$ cat src/rtl/slv_arb_pkg.sv
package slv_arb_pkg;

  typedef enum logic [1:0] {
    PARK_NONE  = 2'b00,
    PARK_LAST  = 2'b01,
    PARK_FIXED = 2'b10,
    PARK_RSVD  = 2'b11
  } park_e;

  typedef enum logic {
    SCH_ROTATE = 1'b0,
    SCH_PRIO   = 1'b1
  } sched_e;

endpackage

$ cat src/rtl/slv_arb_rst_sync.sv
module slv_arb_rst_sync #(
  parameter int STAGES = 2
) (
  input  logic clk,
  input  logic rst_n,
  output logic rst_q
);

  logic [STAGES-1:0] sync_q;
  logic [STAGES-1:0] sync_d;

  always_comb begin
    sync_d = {sync_q[STAGES-2:0], 1'b1};
  end

  always_ff @(posedge clk or negedge rst_n) begin
    if (!rst_n) begin
      sync_q <= '0;
    end else begin
      sync_q <= sync_d;
    end
  end

  assign rst_q = sync_q[STAGES-1];

endmodule

$ cat src/rtl/slv_arb_pick.sv
module slv_arb_pick #(
  parameter int N_MST = 16,
  parameter int IDX_W = $clog2(N_MST)
) (
  input  logic [N_MST-1:0] req,
  input  logic [IDX_W-1:0] ptr,
  input  logic             sched,
  output logic             any,
  output logic [IDX_W-1:0] sel
);

  logic [IDX_W-1:0] rot_sel;
  logic [IDX_W-1:0] pri_sel;
  logic             rot_found;

  // rotating search: begins one past the pointer and wraps
  always_comb begin
    rot_sel   = '0;
    rot_found = 1'b0;
    for (int k = 1; k <= N_MST; k++) begin
      if (!rot_found && req[(int'(ptr) + k) % N_MST]) begin
        rot_found = 1'b1;
        rot_sel   = IDX_W'((int'(ptr) + k) % N_MST);
      end
    end
  end

  // fixed priority: the lowest index wins
  always_comb begin
    pri_sel = '0;
    for (int k = N_MST - 1; k >= 0; k--) begin
      if (req[k]) begin
        pri_sel = IDX_W'(k);
      end
    end
  end

  assign any = |req;
  assign sel = sched ? pri_sel : rot_sel;

endmodule

$ cat src/rtl/slv_arb_point.sv
module slv_arb_point #(
  parameter int N_MST  = 16,
  parameter int IDX_W  = $clog2(N_MST),
  parameter int SLOT_W = 8
) (
  input  logic              clk,
  input  logic              rst_n,
  input  logic              own_vld,
  input  logic [IDX_W-1:0]  own_idx,
  input  logic [N_MST-1:0]  act,
  input  logic [N_MST-1:0]  single,
  input  logic [N_MST-1:0]  last,
  input  logic [SLOT_W-1:0] slot_lim,
  output logic              arb_pt,
  output logic              slot_hit
);

  logic [SLOT_W-1:0] cnt_q;
  logic [SLOT_W-1:0] cnt_d;
  logic              cnt_en;
  logic              own_act;
  logic              own_sgl;
  logic              own_lst;

  assign own_act = act[own_idx];
  assign own_sgl = single[own_idx];
  assign own_lst = last[own_idx];

  // a loaded zero never reaches one, so the timer stays off
  assign slot_hit = (cnt_q == SLOT_W'(1));

  assign arb_pt = !own_vld || !own_act || own_sgl || own_lst || slot_hit;

  always_comb begin
    cnt_d  = cnt_q;
    cnt_en = 1'b0;
    if (arb_pt) begin
      cnt_d  = slot_lim;
      cnt_en = 1'b1;
    end else if (cnt_q > SLOT_W'(1)) begin
      cnt_d  = cnt_q - SLOT_W'(1);
      cnt_en = 1'b1;
    end
  end

  always_ff @(posedge clk or negedge rst_n) begin
    if (!rst_n) begin
      cnt_q <= '0;
    end else if (cnt_en) begin
      cnt_q <= cnt_d;
    end
  end

endmodule

$ cat src/rtl/slv_arb.sv
module slv_arb
  import slv_arb_pkg::*;
#(
  parameter int N_MST  = 16,
  parameter int IDX_W  = $clog2(N_MST),
  parameter int SLOT_W = 8
) (
  input  logic              clk,
  input  logic              rst_n,
  input  logic [N_MST-1:0]  req_i,
  input  logic [N_MST-1:0]  act_i,
  input  logic [N_MST-1:0]  single_i,
  input  logic [N_MST-1:0]  last_i,
  input  logic              sched_i,
  input  logic [1:0]        park_type_i,
  input  logic [IDX_W-1:0]  park_mst_i,
  input  logic [SLOT_W-1:0] slot_lim_i,
  output logic [N_MST-1:0]  gnt_o,
  output logic [IDX_W-1:0]  gnt_idx_o,
  output logic              gnt_vld_o
);

  localparam logic [IDX_W-1:0] PTR_RST = IDX_W'(N_MST - 1);

  logic             rst_q;
  logic [IDX_W-1:0] own_idx_q, own_idx_d;
  logic             own_vld_q, own_vld_d;
  logic [IDX_W-1:0] rr_ptr_q, rr_ptr_d;
  logic             own_en;
  logic             arb_pt;
  logic             slot_hit;
  logic             req_any;
  logic [IDX_W-1:0] req_sel;
  park_e            park;

  assign park = park_e'(park_type_i);

  slv_arb_rst_sync #(.STAGES(2)) u_rst (
    .clk   (clk),
    .rst_n (rst_n),
    .rst_q (rst_q)
  );

  slv_arb_pick #(.N_MST(N_MST), .IDX_W(IDX_W)) u_pick (
    .req   (req_i),
    .ptr   (rr_ptr_q),
    .sched (sched_i),
    .any   (req_any),
    .sel   (req_sel)
  );

  slv_arb_point #(.N_MST(N_MST), .IDX_W(IDX_W), .SLOT_W(SLOT_W)) u_point (
    .clk      (clk),
    .rst_n    (rst_q),
    .own_vld  (own_vld_q),
    .own_idx  (own_idx_q),
    .act      (act_i),
    .single   (single_i),
    .last     (last_i),
    .slot_lim (slot_lim_i),
    .arb_pt   (arb_pt),
    .slot_hit (slot_hit)
  );

  // next owner, decided only at an arbitration point
  always_comb begin
    own_idx_d = own_idx_q;
    own_vld_d = own_vld_q;
    rr_ptr_d  = rr_ptr_q;
    own_en    = arb_pt;
    if (arb_pt) begin
      if (req_any) begin
        own_vld_d = 1'b1;
        own_idx_d = req_sel;
        rr_ptr_d  = req_sel;
      end else begin
        unique case (park)
          PARK_LAST: begin
            own_vld_d = own_vld_q;
          end
          PARK_FIXED: begin
            own_vld_d = 1'b1;
            own_idx_d = park_mst_i;
          end
          default: begin
            own_vld_d = 1'b0;
          end
        endcase
      end
    end
  end

  always_ff @(posedge clk or negedge rst_q) begin
    if (!rst_q) begin
      own_idx_q <= '0;
      own_vld_q <= 1'b0;
      rr_ptr_q  <= PTR_RST;
    end else if (own_en) begin
      own_idx_q <= own_idx_d;
      own_vld_q <= own_vld_d;
      rr_ptr_q  <= rr_ptr_d;
    end
  end

  for (genvar g = 0; g < N_MST; g++) begin : g_dec
    assign gnt_o[g] = own_vld_q && (own_idx_q == IDX_W'(g));
  end

  assign gnt_idx_o = own_idx_q;
  assign gnt_vld_o = own_vld_q;

endmodule

$ cat config.mk
export PLATFORM = sky130hd
export DESIGN_NAME = slv_arb
export DESIGN_NICKNAME = d
export VERILOG_FILES = /design/src/rtl/slv_arb_pkg.sv /design/src/rtl/slv_arb_rst_sync.sv /design/src/rtl/slv_arb_pick.sv /design/src/rtl/slv_arb_point.sv /design/src/rtl/slv_arb.sv
export SDC_FILE = /design/constraint.sdc
export NUM_CORES = 1
export LEC_CHECK = 0
export ABC_AREA = 1
export CORE_MARGIN = 1.5
export CORE_UTILIZATION = 39
export CTS_CLUSTER_SIZE = 25
export DETAILED_ROUTE_END_ITERATION = 10
export PLACE_DENSITY = 0.69
export SYNTH_ARGS = -nofsm -noshare
export SYNTH_HDL_FRONTEND = slang
export SYNTH_SLANG_ARGS = --single-unit
$ cat constraint.sdc
create_clock -name clk -period 1.65 [get_ports clk]
set_input_delay 0.2475 -clock clk [delete_from_list [all_inputs] [get_ports clk]]
set_output_delay 0.2475 -clock clk [all_outputs]
set_load 0.02 [all_outputs]
==> metrics.txt <==
outcome=finished with violations; failing checks=setup timing; crit path cell chain=inv_4 -> buf_4 -> buf_4 -> nand3_1 -> nand2_1 -> o21ai_0 -> a21oi_2 -> nand4_4 -> nor2_4 -> buf_4 -> buf_4 -> nand2_1 -> nor2_1 -> nor2_1 -> nand3_1 -> nor2_1 -> nand3_1 -> nand2_1 -> nand3_1 -> nand2_1 -> nand2_1; syn_area_per_cell=5.573 um2; Crit. End Element=register; Post-Synth Adder-Cell Area=3.792%; maxcap violations=0; CP required=1.80 ns; final hold vios=0; Peak supply drop=1177 uV; Num CTS Buffers=3; Critical Path AT=3.33 ns; Fin Hold WS=0.1405 ns; flops & latches, synth=19; post-synth top area cell=nand2_1; worst setup margin=-1.528 ns; top-area cell type share of the netlist area=18.77%; Non-Filler Instances=981; Final ANT Viol Nets=0; area grow syn2layout=101.5%; Post-synth ARST share=100.0%; Detailed Routing Iterations Pass 1=6; Clock Latency Late Sink=0.26 ns; Buf/Inv on CP=5; Min-Delay Path Class=input pin to asynchronous set/reset pin; leakage=3.182 nW; number of synthesized flops with an enable pin=0; maximum clock frequency=0.3147 GHz; r2r startpoint=rr_ptr_q[1]; Placer Congestion=0.9175; ys flop type=dfrtp_1; Synth Area in Compound Gates=14.71%; Levels on crit path=21; fin crit period=3.178 ns; H-tree levels=1; Area contributors post-synth=nand2_1, nand3_1, dfrtp_1; CTS Hold Bufs=0; CTS Root Cell=clkbuf_8; Worst path slowest cell=dfstp_2; Tcrit/Tclk final=192.6%; Worst-path clk slew=0.07 ns; Pwr Density=2559 nW/um2; syn nets=683; Initial Util=40.16%; Worst Path Max Fanout=8; critical path launch point=rr_ptr_q[1]; XOR/XNOR share of the synthesized area=3.754%; post-route total power=17.01 mW; share of layout cells above drive strength 1=41.55%; num rows=33; Worst Tran Pin Value=0.7740 ns; clk_skew=0.001551 ns; vias in the first global route=5028; Boundary Pins=102; R2R setup slack=-1.53 ns; commonest non-fill, non-tap cells in the layout=buf_4, nand2_1, nand3_1, clkdlybuf4s50_1, inv_1; Post-Synthesis Cells=592; Critical Path Start Type=register; reg2reg end=gnt_idx_o[3]; cell mode on critical path=nand2_1; # setup viols final=27; CTS tree=yes; post-synthesis mux area share=0%; grt total ovfl=0; DP Cell Count=936; CORE AREA=8217 um2; largest family of logic cells by synthesized area=simple AND/OR/NAND/NOR gates; crit-path leading delay family=simple AND/OR/NAND/NOR gates; CTS Sinks=19; Post-DP Area=5635 um2; Mapped Area=3299 um2; Simple-Gate Fraction of Synth Area=52.79%; drt drc=0; unrepaired setup endpoints after global routing=yes; WL final=16.73 mm; clk buf depth=2; CP max stage delay=0.59 ns; sequential element share of the synthesized area=14.56%; largest net degree at the start of global routing=18; vias per inst=5.541; end of the critical path=gnt_idx_o[3]; GRT Total Usage=34.75%; ANT cells=0; DR WL/cell=17.05 um; Fill cells=572; synth unique cells=47; via count=5436; global-route wire length before repair=24.31 mm; Final Slew Violations=0; Post-DP HPWL=12.24 mm; Crit Path Category=register to register; Die Footprint=9021 um2; Die Wd=94.98 um; Worst Reg-to-Reg Cells=21; initial antenna violation count=0; IO Port Bufs=101; DR iter-0 viols=386; design area=6649 um2; fin nets=968; Worst slew margin=48.40%; Ys Warns=0; commonest non-fill, non-tap cell in the layout=buf_4; Die Y=94.98 um
metal layers:
metal / share of wire [%] / global-route usage [%] / vias to the layer above
met5: 0 / 0 / -
met3: 6.5 / 4.750 / 58
met4: 2.8 / 10.07 / 0
li1: - / - / 2561
met2: 49 / 58.75 / 238
met1: 41 / 45.76 / 2579
synth_stat cells, types with 2 or more instances:
| library cell | number |
|---|---|
| a21oi_1 | 17 |
| a22oi_1 | 5 |
| a311oi_1 | 2 |
| a31oi_1 | 6 |
| a41oi_1 | 2 |
| buf_2 | 7 |
| clkbuf_1 | 3 |
| clkinv_1 | 2 |
| dfrtp_1 | 15 |
| dfstp_2 | 4 |
| ha_1 | 10 |
| inv_1 | 58 |
| inv_2 | 12 |
| nand2_1 | 165 |
| nand2_2 | 4 |
| nand3_1 | 111 |
| nand4_1 | 16 |
| nand4_4 | 2 |
| nor2_1 | 67 |
| nor2_4 | 3 |
| nor3_1 | 9 |
| nor4_1 | 2 |
| o211ai_1 | 4 |
| o21ai_0 | 27 |
| o21ai_1 | 4 |
| o21bai_1 | 4 |
| o31ai_1 | 2 |
| xnor2_1 | 5 |
| xor2_1 | 6 |
how the worst min path moves through the flow:
stage                          startpoint                to  slack, ns  cells past startpoint
after floorplan                     rst_n   u_rst.sync_q[0]      -0.05                      0
after global placement    u_rst.sync_q[1]  u_point.cnt_q[1]       0.32                      0
after detailed placement  u_rst.sync_q[1]  u_point.cnt_q[3]       0.34                      0
after CTS                           rst_n   u_rst.sync_q[1]       0.14                      1
after global routing                rst_n   u_rst.sync_q[0]       0.14                      1
final                               rst_n   u_rst.sync_q[0]       0.14                      1
sequential cells by signal (all words and copies together), names as in the netlist:
| name | count |
|---|---|
| u_point.cnt_q | 8 |
| gnt_vld_o | 1 |
| u_rst.sync_q | 2 |
| rr_ptr_q | 4 |
| gnt_idx_o | 4 |
cell families (layout without fill, tap and decap cells):
kind of cell,Yosys count,in the layout
DFF,19,19
other,1,1
AOI/OAI and AO/OA,80,80
xor gates and xnor gates,12,12
adders and majority gates,10,10
and+or+nand+nor,385,385
buffers and inverters,85,369
layout make-up:
type | instances | area [um2] | area share, %
timing repair inverter | 2 | 18.77 | 0.2823
clock buffer | 4 | 45.04 | 0.6775
tap | 105 | 131.4 | 1.976
timing repair buffer | 291 | 2530 | 38.05
sequential | 19 | 484.2 | 7.283
inverter | 72 | 312.8 | 4.705
multi-input combinational | 488 | 3127 | 47.03
metrics by stage:
stage	util, %	worst slack [ns]	TNS, ns
after floorplan	-	-1.567	-16.00
after global placement	68.59	-1.478	-19.72
after detailed placement	68.59	-1.624	-21.09
after CTS	74.78	-1.462	-15.71
after global routing	80.92	-1.749	-20.70
final	80.92	-1.528	-17.59
power by group:
part | total [mW] | leakage (nW) | switching (mW) | internal (mW)
sequential | 0.981 | 0.216 | 0.258 | 0.724
combinational | 15.7 | 2.94 | 8.73 | 6.97
clock | 0.330 | 0.0228 | 0.159 | 0.172
total | 17.0 | 3.18 | 9.15 | 7.86
timing repair:
| action | CTS | global route |
|---|---|---|
| pin swaps | 25 | 35 |
| endpoints found under the setup margin | 36 | 31 |
| resized for setup | 166 | 99 |
| hold endpoints to repair | 0 | 0 |
| setup buffers | 23 | 20 |
| cloned | 3 | 0 |
Note: power is estimated with default switching activity, not from simulation.
